### config.mk
export PLATFORM = sky130hd
export DESIGN_NAME = hsbus_link_ctrl
export DESIGN_NICKNAME = d
export VERILOG_FILES = /design/src/rtl/hsbus_pkg.sv /design/src/rtl/hsbus_sync.sv /design/src/rtl/hsbus_bus_qual.sv /design/src/rtl/hsbus_line_mirror.sv /design/src/rtl/hsbus_link_ctrl.sv
export SDC_FILE = /design/constraint.sdc
export NUM_CORES = 1
export LEC_CHECK = 0
export BUFFER_PORTS_ARGS = -buffer_cell sky130_fd_sc_hd__buf_2
export CAP_MARGIN = 30
export CORE_UTILIZATION = 40
export DETAILED_ROUTE_END_ITERATION = 8
export GPL_ROUTABILITY_DRIVEN = 0
export PLACE_DENSITY_LB_ADDON = 0.15
export SETUP_SLACK_MARGIN = 0.02
export SLEW_MARGIN = 25
export SYNTH_ARGS = -nofsm -noshare
export SYNTH_HDL_FRONTEND = slang
export SYNTH_SLANG_ARGS = --single-unit
### constraint.sdc
create_clock -name clk -period 2.2 [get_ports clk]
set_input_delay 0.22 -clock clk [delete_from_list [all_inputs] [get_ports clk]]
set_output_delay 0.22 -clock clk [all_outputs]
set_load 0.005 [all_outputs]
### src/rtl/hsbus_pkg.sv
package hsbus_pkg;

    // Qualification state of the link controller
    typedef enum logic [1:0] {
        ST_LOCKOUT   = 2'd0,
        ST_SEEK_BUS  = 2'd1,
        ST_SEEK_CARD = 2'd2,
        ST_JOINED    = 2'd3
    } link_state_e;

    // Number of bus lines per side (SDA, SCL)
    localparam int unsigned NUM_LINES = 2;
    localparam int unsigned LINE_SDA  = 0;
    localparam int unsigned LINE_SCL  = 1;

    // Layout of the synchronized input vector
    localparam int unsigned IDX_SUPPLY = 0;
    localparam int unsigned IDX_SENSE  = 1;
    localparam int unsigned IDX_BP     = 2;
    localparam int unsigned IDX_CD     = IDX_BP + NUM_LINES;
    localparam int unsigned SYNC_W     = IDX_CD + NUM_LINES;

endpackage

### src/rtl/hsbus_sync.sv
module hsbus_sync #(
    parameter int unsigned WIDTH  = 6,
    parameter int unsigned STAGES = 2
) (
    input  logic             clk,
    input  logic             rst_n,
    input  logic [WIDTH-1:0] d_i,
    output logic [WIDTH-1:0] q_o
);

    logic [WIDTH-1:0] stage_d [STAGES];
    logic [WIDTH-1:0] stage_q [STAGES];

    always_comb begin
        stage_d[0] = d_i;
        for (int i = 1; i < STAGES; i++) begin
            stage_d[i] = stage_q[i-1];
        end
    end

    always_ff @(posedge clk or negedge rst_n) begin
        if (!rst_n) begin
            for (int i = 0; i < STAGES; i++) begin
                stage_q[i] <= '0;
            end
        end else begin
            for (int i = 0; i < STAGES; i++) begin
                stage_q[i] <= stage_d[i];
            end
        end
    end

    assign q_o = stage_q[STAGES-1];

endmodule

### src/rtl/hsbus_bus_qual.sv
module hsbus_bus_qual #(
    parameter int unsigned IDLE_CYCLES = 9500
) (
    input  logic clk,
    input  logic rst_n,
    input  logic arm_i,
    input  logic sda_i,
    input  logic scl_i,
    output logic stop_seen_o,
    output logic idle_seen_o
);

    localparam int unsigned CW = $clog2(IDLE_CYCLES + 1);

    typedef struct packed {
        logic [CW-1:0] cnt;
        logic          sda_prev;
        logic          scl_prev;
    } qual_t;

    qual_t qual_d, qual_q;
    logic  both_high;

    always_comb begin
        both_high   = sda_i & scl_i;
        qual_d      = qual_q;
        qual_d.sda_prev = sda_i;
        qual_d.scl_prev = scl_i;
        if (arm_i && both_high) begin
            if (qual_q.cnt != CW'(IDLE_CYCLES)) begin
                qual_d.cnt = qual_q.cnt + 1'b1;
            end
        end else begin
            qual_d.cnt = '0;
        end
        stop_seen_o = arm_i & sda_i & ~qual_q.sda_prev & scl_i & qual_q.scl_prev;
        idle_seen_o = arm_i & both_high & (qual_q.cnt == CW'(IDLE_CYCLES - 1));
    end

    always_ff @(posedge clk or negedge rst_n) begin
        if (!rst_n) begin
            qual_q <= '{cnt: '0, sda_prev: 1'b1, scl_prev: 1'b1};
        end else begin
            qual_q <= qual_d;
        end
    end

    // any low on a backplane line empties the idle run
    p_idle_restart_r4: assert property (@(posedge clk) disable iff (!rst_n)
        (!sda_i || !scl_i) |=> (qual_q.cnt == '0));

    // a stop needs SCL high across the SDA rise
    p_stop_scl_high_r3: assert property (@(posedge clk) disable iff (!rst_n)
        stop_seen_o |-> ($past(scl_i) && scl_i && !$past(sda_i)));

endmodule

### src/rtl/hsbus_line_mirror.sv
module hsbus_line_mirror (
    input  logic active_i,
    input  logic bp_ext_i,
    input  logic cd_ext_i,
    output logic bp_pd_o,
    output logic cd_pd_o
);

    // Each side is pulled only by lows that originate on the other side
    always_comb begin
        bp_pd_o = active_i & ~cd_ext_i;
        cd_pd_o = active_i & ~bp_ext_i;
    end

endmodule

### src/rtl/hsbus_link_ctrl.sv
module hsbus_link_ctrl
    import hsbus_pkg::*;
#(
    parameter int unsigned IDLE_CYCLES = 9500,
    parameter int unsigned SYNC_STAGES = 2
) (
    input  logic clk,
    input  logic rst_n,
    input  logic supply_ok_i,
    input  logic sense_i,
    input  logic bp_sda_i,
    input  logic bp_scl_i,
    input  logic cd_sda_i,
    input  logic cd_scl_i,
    output logic precharge_o,
    output logic connect_o,
    output logic ready_pd_o,
    output logic bp_sda_pd_o,
    output logic bp_scl_pd_o,
    output logic cd_sda_pd_o,
    output logic cd_scl_pd_o
);

    typedef struct packed {
        link_state_e st;
    } ctl_t;

    logic [SYNC_W-1:0]    raw_vec;
    logic [SYNC_W-1:0]    syn_vec;
    logic [NUM_LINES-1:0] bp_ext, cd_ext, bp_pd, cd_pd;
    logic                 s_supply, s_sense;
    logic                 arm, stop_seen, idle_seen, link_active;
    ctl_t                 ctl_d, ctl_q;

    always_comb begin
        raw_vec                      = '0;
        raw_vec[IDX_SUPPLY]          = supply_ok_i;
        raw_vec[IDX_SENSE]           = sense_i;
        raw_vec[IDX_BP + LINE_SDA]   = bp_sda_i;
        raw_vec[IDX_BP + LINE_SCL]   = bp_scl_i;
        raw_vec[IDX_CD + LINE_SDA]   = cd_sda_i;
        raw_vec[IDX_CD + LINE_SCL]   = cd_scl_i;
    end

    hsbus_sync #(.WIDTH(SYNC_W), .STAGES(SYNC_STAGES)) u_sync (
        .clk   (clk),
        .rst_n (rst_n),
        .d_i   (raw_vec),
        .q_o   (syn_vec)
    );

    assign s_supply = syn_vec[IDX_SUPPLY];
    assign s_sense  = syn_vec[IDX_SENSE];
    assign bp_ext   = syn_vec[IDX_BP +: NUM_LINES];
    assign cd_ext   = syn_vec[IDX_CD +: NUM_LINES];

    assign arm = (ctl_q.st == ST_SEEK_BUS) & s_supply & ~s_sense;

    hsbus_bus_qual #(.IDLE_CYCLES(IDLE_CYCLES)) u_qual (
        .clk         (clk),
        .rst_n       (rst_n),
        .arm_i       (arm),
        .sda_i       (bp_ext[LINE_SDA]),
        .scl_i       (bp_ext[LINE_SCL]),
        .stop_seen_o (stop_seen),
        .idle_seen_o (idle_seen)
    );

    // Next-state decision; supply loss overrides every state
    always_comb begin
        ctl_d = ctl_q;
        if (!s_supply) begin
            ctl_d.st = ST_LOCKOUT;
        end else begin
            unique case (ctl_q.st)
                ST_LOCKOUT: ctl_d.st = ST_SEEK_BUS;
                ST_SEEK_BUS: begin
                    if (stop_seen || idle_seen) ctl_d.st = ST_SEEK_CARD;
                end
                ST_SEEK_CARD: begin
                    if (s_sense) begin
                        ctl_d.st = ST_SEEK_BUS;
                    end else if (!(&bp_ext)) begin
                        ctl_d.st = ST_SEEK_BUS;
                    end else if (&cd_ext) begin
                        ctl_d.st = ST_JOINED;
                    end
                end
                ST_JOINED: begin
                    if (s_sense) ctl_d.st = ST_SEEK_BUS;
                end
                default: ctl_d.st = ST_LOCKOUT;
            endcase
        end
    end

    always_ff @(posedge clk or negedge rst_n) begin
        if (!rst_n) begin
            ctl_q <= '{st: ST_LOCKOUT};
        end else begin
            ctl_q <= ctl_d;
        end
    end

    // Isolation by sense or supply acts in the same cycle it is seen
    assign link_active = (ctl_q.st == ST_JOINED) & s_supply & ~s_sense;

    for (genvar g = 0; g < NUM_LINES; g++) begin : g_line
        hsbus_line_mirror u_mirror (
            .active_i (link_active),
            .bp_ext_i (bp_ext[g]),
            .cd_ext_i (cd_ext[g]),
            .bp_pd_o  (bp_pd[g]),
            .cd_pd_o  (cd_pd[g])
        );
    end

    assign connect_o   = link_active;
    assign precharge_o = ~link_active;
    assign ready_pd_o  = ~link_active;
    assign bp_sda_pd_o = bp_pd[LINE_SDA];
    assign bp_scl_pd_o = bp_pd[LINE_SCL];
    assign cd_sda_pd_o = cd_pd[LINE_SDA];
    assign cd_scl_pd_o = cd_pd[LINE_SCL];

    // a join starts only from a card check with both card lines high
    p_join_card_high_r5: assert property (@(posedge clk) disable iff (!rst_n)
        $rose(connect_o) |-> ($past(&cd_ext) && $past(ctl_q.st == ST_SEEK_CARD)));

    // the card check is entered only on a stop or idle event
    p_card_entry_r3: assert property (@(posedge clk) disable iff (!rst_n)
        (ctl_q.st == ST_SEEK_CARD && $past(ctl_q.st) == ST_SEEK_BUS)
            |-> $past(stop_seen || idle_seen));

    // mirror pull-downs appear only while the FSM is joined
    p_pd_only_joined_r7: assert property (@(posedge clk) disable iff (!rst_n)
        (|{bp_pd, cd_pd}) |-> (ctl_q.st == ST_JOINED && connect_o));

    // sense leaves the joined state on the next clock
    p_sense_leaves_r8: assert property (@(posedge clk) disable iff (!rst_n)
        s_sense |=> (ctl_q.st != ST_JOINED));

    // supply loss returns to lockout on the next clock
    p_supply_loss_r10: assert property (@(posedge clk) disable iff (!rst_n)
        !s_supply |=> (ctl_q.st == ST_LOCKOUT));

    // ready released implies the link is joined
    p_ready_joined_r9: assert property (@(posedge clk) disable iff (!rst_n)
        !ready_pd_o |-> (ctl_q.st == ST_JOINED));

endmodule

# == Word-level counts from Yosys, hierarchy flattened ==
# Index checks and enable logic that the tools add are counted.
# classes
n_addsub,1
n_eq_ne,9
muxes,9
n_bitwise,22
reduce_logical,6
# ops
cell,n
14-bit 2-to-1 mux,2
1-bit AND,15
14-bit by 1-bit adder with 14-bit output (second input constant),1
14-bit == test (second input constant),1
14-bit != test (second input constant),1
2-bit 2-to-1 mux,6
2-bit case mux with 4 select lines,1
1-bit NOT,7
5-bit by 4-bit != test with 1-bit output (second input constant),1
2-bit == test (second input constant),2
2-bit AND reduction,2
3-bit by 2-bit != test with 1-bit output (second input constant),1
3-bit != test (second input constant),1
3-bit AND reduction,1
2-bit by 1-bit == test with 1-bit output (second input constant),1
2-bit zero test,1
2-bit != test (second input constant),1
1-bit logical AND,1
1-bit logical OR,1
# word_totals
reg_bits,30
out_inout_bits,7

# == Depth between registers and ports, before layout ==
# depth
word_depth,11
ltp_mapped,7
ltp_nobuf,6

# == By module ==
# A second synthesis with hierarchy kept.
# unflattened
cells_unflattened,129
hier_area_um2,1431.4
# modules_own_cells
module,instances,cells_per_inst,area_each_um2,seq_area_each_um2
hsbus_bus_qual,1,88,843.3,402.9
hsbus_sync,1,12,300.3,300.3
hsbus_link_ctrl,1,25,232.7,50.0
hsbus_line_mirror,2,2,27.5,0.0

# == Worst setup path after synthesis ==
# OpenSTA, ideal clock, no wires.
# synth_timing
path_kind,register to register
start,register ctl_q[0] (netlist name)
end,register ctl_q[1] (netlist name)
setup_ns,0.082
arrival_ns,1.895
required_ns,2.118
path_slack_ns,0.223
stages_incl_launch_ff,7
synth_period_minus_slack_ns,1.977
cell_sequence,dfrtp_1 inv_1 ha_1 and4b_1 a221o_1 or4b_2 o22ai_1
# synth_via
elab_chain_cells,10
elab_cells_between_ends,19
classes_between,6 x eq/ne; 2 x mux; 8 x bitwise; 3 x reduce/logical
# synth_lines
element,line_no,rtl
from (decl),hsbus_link_ctrl.sv:33,"ctl_t ctl_d, ctl_q;"
from (signal assigned),hsbus_link_ctrl.sv:99,ctl_q <= '{st: ST_LOCKOUT};
from (signal assigned),hsbus_link_ctrl.sv:101,ctl_q <= ctl_d;
2-bit by 1-bit == test with 1-bit output,"hsbus_link_ctrl.sv:57, hsbus_link_ctrl.sv:75",
1-bit AND (2 in a row),hsbus_link_ctrl.sv:57,assign arm = (ctl_q.st == ST_SEEK_BUS) & s_supply & ~s_sense;
1-bit AND (4 in a row),hsbus_bus_qual.sv:36,stop_seen_o = arm_i & sda_i & ~qual_q.sda_prev & scl_i & qual_q.scl_prev;
1-bit logical OR,hsbus_link_ctrl.sv:78,if (stop_seen || idle_seen) ctl_d.st = ST_SEEK_CARD;
3-bit != test (no line),n/a,
3-bit AND reduction (no line),n/a,
# Parallel ways exist; a longest one is shown, timed or not.
# A chain may end at the register's enable or synchronous reset.

# == Worst setup path in the final report ==
# Same ends and word-level chain as after synthesis.

==> results.toml <==
[status]
outcome = "completed"

[yosys]
synthesis.area_um2 = 1380
syn_avg_cell_area_um2 = 10.9
yosysSeqAreaShare = 0.546
ys.flop_type = "dfrtp_1"
synth_warnings = 0
ys_seq_elements = 30
synthArstFlopShare = 1.00
netlist_instances = 126
synth_edf_count = 0
synth.distinct_cells = 39
synthesis.nets = 140

[power]
p_leak_uw = 0.000706
vdd_drop_max_v = 0.000431
power_density_nw_per_um2 = 670

[routing]
final_antenna_net_count = 0
drc_errors = 0
routed_wl_um = 2500
firstDrtPassIters = 4
vias = 984
wl_per_cell_um = 12.8
via_per_inst = 5.05
drtIter0Drc = 19

[finish]
area_growth_pct = 17.5
fin_cells = 195
final_nets = 164
n_antenna_cell = 0
post-route-cell-area_um2 = 1620
drive_gt1_frac = 0.232

[timing]
relSlewSlack = 0.560
clock_skew_ns = 0.0145
fin_ws_ns = 0.119
hold_viol = 0
fin_crit_sh = 0.946
tightestPinTransition_ns = 0.660
setup_viol = 0
slew_viol_final = 0
fin_hold_ws_ns = 0.347
period_minus_slack_ns = 2.08
rsz0062_at_grt = "false"
max_freq_mhz = 481
finalSetupTns_ns = 0

[worst_setup_path]
reg2reg_to = "ctl_q[1]"
cp.required_ns = 2.46
worstSetupEndpoint = "ctl_q[1]"
slowest_delay_ns = 0.64
start_kind = "flip-flop"
path_class = "reg2reg"
cp_max_fo = 6
crit_chain = "inv_1 > ha_1 > and4b_1 > a221o_1 > or4b_2 > o22ai_1"
slowest_stage = "or4b_2"
setup.worst_path.end_class = "flip-flop"
startpoint = "ctl_q[0]"
crit_arrival_ns = 2.34
worstReg2RegStart = "ctl_q[0]"
r2r_slack_ns = 0.12
reg2regPathDepth = 6

[floorplan]
ios = 15
die_area_um2 = 3690
row_count = 20
die_w_um = 60.7
die_h_um = 60.7
core_um2 = 3150
initial_core_util = 0.437

[global_routing]
grt_pass1_vias = 984
groute.usage.overall = 0.171
grt_pass1_wl_um = 4400
gr-total-overflow = 0
grt_start_max_net_pins = 31
antenna_found_initial = 0

[clocking]
cts_buffers = 5
cts_tree = "done"
clk_pin_slew_ns = 0.11
root_buffer = "clkbuf_4"
clock_sinks = 30
h-tree-depth = 2
clockBufferDepth = 2
clkLatencyLatePin_ns = 0.33

[placed_design]
dpl.hpwl_um = 1680
place_ws_ns = 0.0898
placed_cell_area_um2 = 1490
dp.cells = 180
port_buffers = 14

[flow_run]
maxCapViolations = 0

[worst_hold_path]
hp-class = "reg2reg"
==> placed cells by master, fill, tap and decap left out, drive strengths merged, types with 2 or more instances in the layout <==
master        n
clkbuf        6
nand4         2
nand3        10
dfrtp        28
and2          2
xor2          6
ha            6
and4          2
buf          14
nand2         7
or4b          2
a21oi         6
inv           6
dlygate4sd3   7
nor2         15
or3           4
o21ai         4
dfstp         2
or4           2
nand3b        2
==> cell type report <==
| cell class | count | area, um2 |
|---|---|---|
| Tap cell | 44 | 55.1 |
| Clock buffer | 6 | 51.3 |
| Timing Repair Buffer | 21 | 140 |
| Clock inverter | 2 | 12.5 |
| Multi-Input combinational cell | 86 | 584 |
| Sequential cell | 30 | 754 |
| Fill cell | 309 | 1530 |
| Inverter | 6 | 22.5 |
==> flip-flops by register name, indices dropped and copies added (netlist names) <==
signal          flops
u_qual.qual_q      16
u_sync.q_o          6
u_sync.stage_d      6
ctl_q               2
==> logic make-up (layout without fill, tap and decap cells) <==
kind of cell,after synthesis,in the layout,synth area share
xor gates and xnor gates,7,7,0.0445
adders and majority gates,6,6,0.0544
DFF,30,30,0.546
and+or+nand+nor,57,57,0.250
buffers and inverters,10,35,0.0299
AOI/OAI and AO/OA,15,15,0.0681
muxes,1,1,0.00726
==> critical path, delay by kind of cell (launching register included) <==
kind	cells	cell delay, ns
buffers and inverters	1	0.05
flip-flops	1	0.43
adder cells (fa/ha/maj)	1	0.18
AND/OR/NAND/NOR	2	0.85
AO/OA/AOI/OAI	2	0.49
==> through the flow <==
step,total power [uW],utilization
6_report,1090,0.514
3_3_place_gp,725,0.471
5_1_grt,1140,0.514
3_5_place_dp,733,0.471
4_1_cts,1100,0.513
2_1_floorplan,690,-
==> synthesized netlist by cell type (2+ instances only) <==
library cell	number	area (um2)
dfrtp_1	28	701
inv_1	6	22.5
clkbuf_1	3	11.3
o21ai_0	4	20.0
nand4_1	2	12.5
nand3_1	10	50.1
a21oi_1	6	30.0
ha_1	6	75.1
nor2_1	15	56.3
or3_1	4	25.0
dfstp_2	2	52.6
nand2_1	7	26.3
xor2_1	6	52.6
nand3b_1	2	15.0
==> worst min path at each step <==
stage | from | end | cells after the start
final | u_sync.stage_d[1] | u_sync.q_o[1] | 0
after global routing | u_sync.stage_d[1] | u_sync.q_o[1] | 0
after CTS | u_sync.stage_d[1] | u_sync.q_o[1] | 0
after detailed placement | rst_n | ctl_q[1] | 1
after global placement | rst_n | ctl_q[1] | 1
after floorplan | rst_n | ctl_q[0] | 0
==> report_power, final <==
part | total (uW) | leakage [uW] | switching (uW) | internal [uW]
registers | 602 | 0.000382 | 23.3 | 579
logic | 131 | 0.000290 | 67.8 | 63.3
clock network | 352 | 0.0000343 | 199 | 153
==> per-layer routing <==
metal / up-vias / GRT usage / part of all wire
li1: 487 / - / -
met1: 478 / 0.215 / 0.48
met2: 14 / 0.265 / 0.46
met3: 5 / 0.0682 / 0.036
met4: 0 / 0.0714 / 0.017
met5: - / 0 / 0
==> what timing repair did <==
item / in CTS / in global routing
setup endpoints to repair: 0 / 1
setup buffers: 0 / 0
hold buffers: 7 / 0
gates resized for setup: 0 / 1
hold endpoints to repair: 34 / 0
No activity file was read; power rests on OpenSTA's default activity.
